<file path="src/rtl/adc_fc_pkg.sv">
package adc_fc_pkg;
  // frame sequencer activity
  typedef enum logic {
    FC_IDLE = 1'b0,
    FC_RUN  = 1'b1
  } fc_state_e;

  // offset-binary to two's complement: flip the top bit when asked
  function automatic logic flip_top(input logic top_bit, input logic signed_mode);
    return top_bit ^ signed_mode;
  endfunction
endpackage

</file>
<file path="src/rtl/adc_fc_tick.sv">
module adc_fc_tick #(
  parameter int HALF = 2
) (
  input  logic clk,
  input  logic rst,
  output logic tick_o
);
  localparam int CW = (HALF > 1) ? $clog2(HALF) : 1;

  logic [CW-1:0] cnt_q;

  always_ff @(posedge clk) begin
    if (rst || tick_o) cnt_q <= '0;
    else               cnt_q <= cnt_q + 1'b1;
  end

  assign tick_o = (cnt_q == CW'(HALF - 1));
endmodule

</file>
<file path="src/rtl/adc_fc_seq.sv">
module adc_fc_seq
  import adc_fc_pkg::*;
#(
  parameter int HALF        = 2,
  parameter int FRAME_SCLKS = 16,
  parameter int CAP_BITS    = 13
) (
  input  logic clk,
  input  logic rst,
  input  logic tick,
  input  logic start_ok,
  output logic start_o,
  output logic cap_o,
  output logic done_o,
  output logic conv_o,
  output logic sclk_o
);
  localparam int HW  = $clog2(2 * FRAME_SCLKS + 1);
  localparam int CDW = $clog2(2 * HALF + 1);

  fc_state_e     st_q;
  logic [HW-1:0] half_q;
  logic [HW-1:0] half_nxt;
  logic          conv_q;
  logic          sclk_q;
  logic          adv;

  always_comb begin
    half_nxt = half_q + 1'b1;
    adv      = tick && (st_q == FC_RUN);
    start_o  = tick && (st_q == FC_IDLE) && start_ok;
    cap_o    = adv && half_nxt[0] && (half_nxt <= HW'(2 * CAP_BITS - 1));
    done_o   = adv && (half_nxt == HW'(2 * FRAME_SCLKS));
  end

  always_ff @(posedge clk) begin
    if (rst) begin
      st_q   <= FC_IDLE;
      half_q <= '0;
      conv_q <= 1'b0;
      sclk_q <= 1'b0;
    end else if (start_o) begin
      st_q   <= FC_RUN;
      half_q <= '0;
      conv_q <= 1'b1;
      sclk_q <= 1'b0;
    end else if (adv) begin
      half_q <= half_nxt;
      sclk_q <= half_nxt[0];
      conv_q <= (half_nxt < HW'(2));
      if (done_o) st_q <= FC_IDLE;
    end
  end

  assign conv_o = conv_q;
  assign sclk_o = sclk_q;

  // checker state: serial clock rises per frame, convert high time
  logic           sclk_d;
  logic [HW-1:0]  rises_q;
  logic [CDW-1:0] conv_hi_q;

  always_ff @(posedge clk) begin
    if (rst) begin
      sclk_d    <= 1'b0;
      rises_q   <= '0;
      conv_hi_q <= '0;
    end else begin
      sclk_d <= sclk_q;
      if (start_o)                rises_q <= '0;
      else if (sclk_q && !sclk_d) rises_q <= rises_q + 1'b1;
      if (conv_q) conv_hi_q <= conv_hi_q + 1'b1;
      else        conv_hi_q <= '0;
    end
  end

  AST_FRAME_EDGES: assert property (@(posedge clk) disable iff (rst)
    $fell(st_q == FC_RUN) |-> rises_q == HW'(FRAME_SCLKS)) else $error("frame edge count");
  AST_CONV_SETUP: assert property (@(posedge clk) disable iff (rst)
    $rose(conv_q) |-> !sclk_q) else $error("convert rose with clock high");
  AST_CONV_WIDTH: assert property (@(posedge clk) disable iff (rst)
    $fell(conv_q) |-> conv_hi_q == CDW'(2 * HALF)) else $error("convert width");
endmodule

</file>
<file path="src/rtl/adc_fc_shift.sv">
module adc_fc_shift #(
  parameter int CAP_BITS = 13
) (
  input  logic                clk,
  input  logic                rst,
  input  logic                clr,
  input  logic                cap,
  input  logic                sdin,
  output logic [CAP_BITS-1:0] word_o
);
  localparam int NW = $clog2(CAP_BITS + 1);

  logic [CAP_BITS-1:0] sh_q;
  logic [NW-1:0]       n_q;

  always_ff @(posedge clk) begin
    if (rst || clr) begin
      sh_q <= '0;
      n_q  <= '0;
    end else if (cap) begin
      sh_q <= {sh_q[CAP_BITS-2:0], sdin};
      n_q  <= n_q + 1'b1;
    end
  end

  assign word_o = sh_q;

  AST_CAP_LIMIT: assert property (@(posedge clk) disable iff (rst)
    cap |-> n_q < NW'(CAP_BITS)) else $error("too many captures");
endmodule

</file>
<file path="src/rtl/adc_frame_ctrl.sv">
module adc_frame_ctrl
  import adc_fc_pkg::*;
#(
  parameter int CLK_DIV     = 4,
  parameter int FRAME_SCLKS = 16,
  parameter int DATA_W      = 12
) (
  input  logic              clk,
  input  logic              rst,
  input  logic              enable,
  input  logic              wake_req,
  input  logic              bipolar,
  input  logic              sdata_in,
  output logic              conv_o,
  output logic              sclk_o,
  output logic              res_valid,
  input  logic              res_ready,
  output logic [DATA_W-1:0] res_data,
  output logic              res_refok
);
  localparam int HALF     = CLK_DIV / 2;
  localparam int CAP_BITS = DATA_W + 1;

  logic                tick;
  logic                start;
  logic                cap;
  logic                done;
  logic [CAP_BITS-1:0] word;
  logic                mode_q;
  logic                wake_seen_q;
  logic [DATA_W-1:0]   fmt;

  adc_fc_tick #(.HALF(HALF)) u_tick (
    .clk(clk), .rst(rst), .tick_o(tick)
  );

  adc_fc_seq #(.HALF(HALF), .FRAME_SCLKS(FRAME_SCLKS), .CAP_BITS(CAP_BITS)) u_seq (
    .clk(clk), .rst(rst), .tick(tick), .start_ok(enable && !res_valid),
    .start_o(start), .cap_o(cap), .done_o(done), .conv_o(conv_o), .sclk_o(sclk_o)
  );

  adc_fc_shift #(.CAP_BITS(CAP_BITS)) u_shift (
    .clk(clk), .rst(rst), .clr(start), .cap(cap), .sdin(sdata_in), .word_o(word)
  );

  always_comb begin
    fmt         = word[DATA_W-1:0];
    fmt[DATA_W-1] = flip_top(word[DATA_W-1], mode_q);
  end

  always_ff @(posedge clk) begin
    if (rst) begin
      mode_q      <= 1'b0;
      wake_seen_q <= 1'b0;
      res_valid   <= 1'b0;
      res_data    <= '0;
      res_refok   <= 1'b0;
    end else begin
      if (start) begin
        mode_q      <= bipolar;
        wake_seen_q <= wake_req;
      end else if (wake_req) begin
        wake_seen_q <= 1'b1;
      end
      if (done) begin
        res_valid <= 1'b1;
        res_data  <= fmt;
        res_refok <= word[CAP_BITS-1] && !(wake_seen_q || wake_req);
      end else if (res_ready) begin
        res_valid <= 1'b0;
      end
    end
  end

  AST_HOLD_RESULT: assert property (@(posedge clk) disable iff (rst)
    res_valid && !res_ready |=> res_valid && $stable(res_data) && $stable(res_refok)) else $error("result not held");
  AST_NO_START_PENDING: assert property (@(posedge clk) disable iff (rst)
    $rose(conv_o) |-> !$past(res_valid)) else $error("frame started over pending result");
  AST_START_ENABLED: assert property (@(posedge clk) disable iff (rst)
    $rose(conv_o) |-> $past(enable)) else $error("frame started while disabled");
endmodule

</file>
<file path="config.mk">
export PLATFORM = sky130hd
export DESIGN_NAME = adc_frame_ctrl
export DESIGN_NICKNAME = d
export VERILOG_FILES = /design/src/rtl/adc_fc_pkg.sv /design/src/rtl/adc_fc_tick.sv /design/src/rtl/adc_fc_seq.sv /design/src/rtl/adc_fc_shift.sv /design/src/rtl/adc_frame_ctrl.sv
export SDC_FILE = /design/constraint.sdc
export NUM_CORES = 1
export LEC_CHECK = 0
export BUFFER_PORTS_ARGS = -buffer_cell sky130_fd_sc_hd__buf_2
export CAP_MARGIN = 20
export CELL_PAD_IN_SITES_DETAIL_PLACEMENT = 1
export CELL_PAD_IN_SITES_GLOBAL_PLACEMENT = 1
export CORE_MARGIN = 10
export CORE_UTILIZATION = 44
export DETAILED_ROUTE_END_ITERATION = 8
export PLACE_DENSITY_LB_ADDON = 0.1
export SLEW_MARGIN = 25
export SYNTH_ARGS = -nofsm -noshare
export SYNTH_HDL_FRONTEND = slang
export SYNTH_SLANG_ARGS = --single-unit
</file>
<file path="constraint.sdc">
create_clock -name clk -period 2.2 [get_ports clk]
set_clock_uncertainty 0.05 [all_clocks]
set_input_delay 0.22 -clock clk [delete_from_list [all_inputs] [get_ports clk]]
set_output_delay 0.22 -clock clk [all_outputs]
set_load 0.05 [all_outputs]
</file>
==> metrics.md <==
| Metric | Value |
|---|---|
| Status | finished, final reports clean |
| GRT overflow | 0 |
| Internal power | ~1.1 mW |
| Antenna cell count | 0 |
| Critical path capture point type | flop |
| Maximum vdd drop | between 400 and 500 uV |
| Endpoints failing hold | 0 |
| Worst R2R Setup Slack | about 0.21 ns |
| Peak clock frequency supported by timing | roughly 0.5 GHz |
| Count of maximum capacitance violations | 0 |
| Post-detail-place hpwl | 3.87 mm |
| Total number of nets in the final design | 252 |
| Top Family by Delay on Critical Path | simple AND/OR/NAND/NOR gates |
| # IOs | 23 |
| Mean Syn Cell Area | 9.27 um2 |
| Layout cell share with drive strength beyond 1 | 23.0% |
| Endpoint of the worst hold path | res_valid |
| Library cell contributing the largest single delay on the critical path | sky130_fd_sc_hd__nor2_2 |
| Pin count of the biggest net entering global routing | 22 |
| Pre-CTS setup slack | roughly 0.26 ns |
| Post-detailed-route count of antenna-violating nets | 0 |
| Launch point of the worst reg-to-reg path | u_seq.half_q[3] |
| Type of origin of the critical path | flop |
| WL/cell | 18.2 um |
| Final worst slack | between 0.2 and 0.25 ns |
| Overall power consumption | about 1.4 mW |
| Via count | about 1,700 |
| CTS tree | yes |
| Synth Net Count | 233 |
| Total wire length after detailed routing | 5.36 mm |
| Clock group share of total power | 44.0% |
| Chip Width | 88.5 um |
| Placed Instances | 287 |
| Pwr/cell area | 600 nW/um2 |
| Max-slew violation count | 0 |
| Drt first pass iters | 5 |
| Crit Path Max Fanout | 12 |
| Buffers inserted during post-CTS setup optimization | 0 |
| Clock slew seen by the registers of the worst setup and hold paths | 0.08 ns |
| Floorplan die height | 88.5 um |
| Final cycle utilization of the critical path | between 90% and 100% |
| Sum of negative setup slack | 0 ns |
| Worst skew pair latency | 0.29 ns |
| Transition time of the tightest slew-check pin | 0.717 ns |
| Layout overhead on the synthesized area | 11.6% |
| Class of the tightest hold or removal check | in2reg |
| Root buffer cell | sky130_fd_sc_hd__clkbuf_8 |
| RSZ-0062 raised after global routing | false |
| Number of global-route vias before repair | 1,764 |
| Largest cells by area after synthesis | sky130_fd_sc_hd__dfxtp_1 37%, sky130_fd_sc_hd__mux2i_1 7.3%, sky130_fd_sc_hd__o311ai_2 7.1%, sky130_fd_sc_hd__a22oi_1 4.7%, sky130_fd_sc_hd__and2_1 4.5% |
| Count of input and output buffers | 22 |
| Critical path type | reg2reg |
| Core Box Area | 4440 um2 |
| Number of sinks handled by clock tree synthesis | 38 |
| Relative max-transition margin | 52.1% |
| Hold Crit Start | res_ready |
| Leading cell type by number of instances after synthesis | sky130_fd_sc_hd__dfxtp_1 |
| Initial standard-cell utilization of the core | 46.5% |
| Unique masters post-synth | 42 |
| Switching power | 0.327 mW |
| #FFs+latches synth | 38 |
| Portion of total power attributed to sequential cells | between 50% and 60% |
| RePlAce Congestion | about 0.86 |
| Final cell count without fillers | 295 |
| Post-synthesis cell type with the largest combined area | sky130_fd_sc_hd__dfxtp_1 |
| Leak pwr | 0.930 nW |
| Final setup violation count | 0 |
| Final critical path time including I/O delays and setup | slightly below 2 ns |
| Largest stage delay, worst path | 0.60 ns |
| Switching Fraction | 23.6% |
| Number of cells on the worst reg-to-reg path | 4 |
| Cell area reported after detailed placement | ~2200 um2 |
| Max Root-Sink Buffers | 2 |
| Summed area of non-filler cells in the final layout | 2310 um2 |
| Buffers plus inverters on the worst setup path | 0 |
| Overall die area | 7840 um2 |
| Cells traversed along the worst timing path | and4_1 > a21oi_2 > nor2_2 > o311ai_1 |
| Max H-tree Level | 2 |
| List of most frequent post-synthesis cells | 38 x sky130_fd_sc_hd__dfxtp_1, 23 x sky130_fd_sc_hd__nor2_1, 17 x sky130_fd_sc_hd__nand2_1 |
| Count of instances resized after the clock tree is built | 0 |
| First-pass GRT wire length | 9.08 mm |
| Count of cells along the worst hold path | 2 |
| All-layer global routing usage | 14.7% |
| Number of synthesized flops with an enable pin | 0 |
| Antenna violations before repair | 0 |
| Row count | 24 |
| Cells after synthesis | about 220 |
| Capturing point of the worst reg2reg path | res_data[7] |
| Sequential fraction of the synthesis area | about 37% |
| Ys flop type | sky130_fd_sc_hd__dfxtp_1 |
| Cell area after technology mapping | just over 2000 um2 |
| Warnings, synthesis | 0 |
| Area fraction of the dominant cell type after synthesis | 36.8% |
| Detailed Route Iter0 Violations | 108 |
| Logic gate share of total power | 5.3% |
| Worst Path Required | 2.30 ns |
| Synth async-reset ratio | 0% |
| Post-cts hold buffer count | 0 |
| Remaining routing DRC violations | 0 |
| Inserted Clock Buffers | 5 |
| Arrival time reported for the critical path endpoint | 2.09 ns |
| Via-to-Cell Ratio | ~5.7 |
==> cells by family after synthesis <==
| kind of cell | Yosys count | synth area share, % |
|---|---|---|
| XOR/XNOR | 7 | 2.97 |
| adder cells (fa/ha/maj) | 3 | 1.82 |
| multiplexers | 15 | 7.26 |
| buffers and inverters | 22 | 6.05 |
| AND/OR/NAND/NOR | 97 | 24.8 |
| flip-flops | 38 | 36.8 |
| AO/OA/AOI/OAI | 41 | 20.3 |
==> power by group through the flow <==
stage          registers [mW]  clock network, mW  logic [mW]
4_1_cts                 0.701              0.622      0.0743
2_1_floorplan           0.723                  0      0.0458
3_3_place_gp            0.717                  0      0.0724
5_1_grt                 0.703              0.653      0.0811
6_report                0.702              0.609      0.0728
3_5_place_dp            0.718                  0      0.0740
==> flip-flops by register name (all words and copies together), names as in the netlist <==
signal,cells
u_shift.word_o,13
res_valid,1
res_refok,1
u_tick.tick_o,1
u_seq.half_q,6
mode_q,1
wake_seen_q,1
u_seq.st_q,1
res_data,12
u_seq.conv_o,1
==> layout make-up <==
type,count,area (um2)
clock inverters,3,45.0
flip-flops and latches,38,762
inverters,4,15.0
well taps,52,65.1
clock buffers,5,68.8
repair buffers,30,170
multi-input cells,163,1180
fillers,543,2140
==> through the flow <==
step	utilization (%)	hold WS, ns
floorplan	-	0.287
global placement	49.4	0.381
detailed placement	49.4	0.385
CTS	51.9	0.0708
global route	51.9	0.0610
finish	51.9	0.0771
==> how the worst max path moves through the flow <==
stage,depth (start not counted),startpoint,slack [ns],end
after CTS,6,u_seq.half_q[1],0.22,res_data[9]
after detailed placement,6,u_seq.half_q[1],0.26,res_data[9]
final,4,u_seq.half_q[3],0.21,res_data[7]
after floorplan,8,u_seq.half_q[0],0.20,u_shift.word_o[10]
after global placement,4,u_seq.half_q[1],0.30,u_seq.st_q
after global routing,4,u_seq.half_q[1],0.05,res_data[7]
==> routing by layer <==
| metal | vias up | global-route usage, % | part of all wire [%] |
|---|---|---|---|
| li1 | 836 | - | - |
| met1 | 831 | 18.8 | 47 |
| met2 | 24 | 23.6 | 48 |
| met3 | 4 | 3.95 | 4.0 |
| met4 | 0 | 3.96 | 0.75 |
| met5 | - | 0 | 0 |
==> cell usage in the layout, fill, tap and decap left out, types with 3 or more instances in the layout <==
cell type / instances
sky130_fd_sc_hd__dfxtp_1: 37
sky130_fd_sc_hd__nor2_1: 23
sky130_fd_sc_hd__buf_2: 22
sky130_fd_sc_hd__nand2_1: 17
sky130_fd_sc_hd__and2_1: 15
sky130_fd_sc_hd__nand3_1: 15
sky130_fd_sc_hd__mux2i_1: 15
sky130_fd_sc_hd__nor2b_1: 13
sky130_fd_sc_hd__a22oi_1: 13
sky130_fd_sc_hd__o311ai_2: 9
sky130_fd_sc_hd__buf_4: 8
sky130_fd_sc_hd__xor2_1: 5
sky130_fd_sc_hd__clkbuf_8: 5
sky130_fd_sc_hd__inv_1: 4
sky130_fd_sc_hd__o211ai_1: 3
sky130_fd_sc_hd__ha_1: 3
No activity file was read; power rests on OpenSTA's default activity.
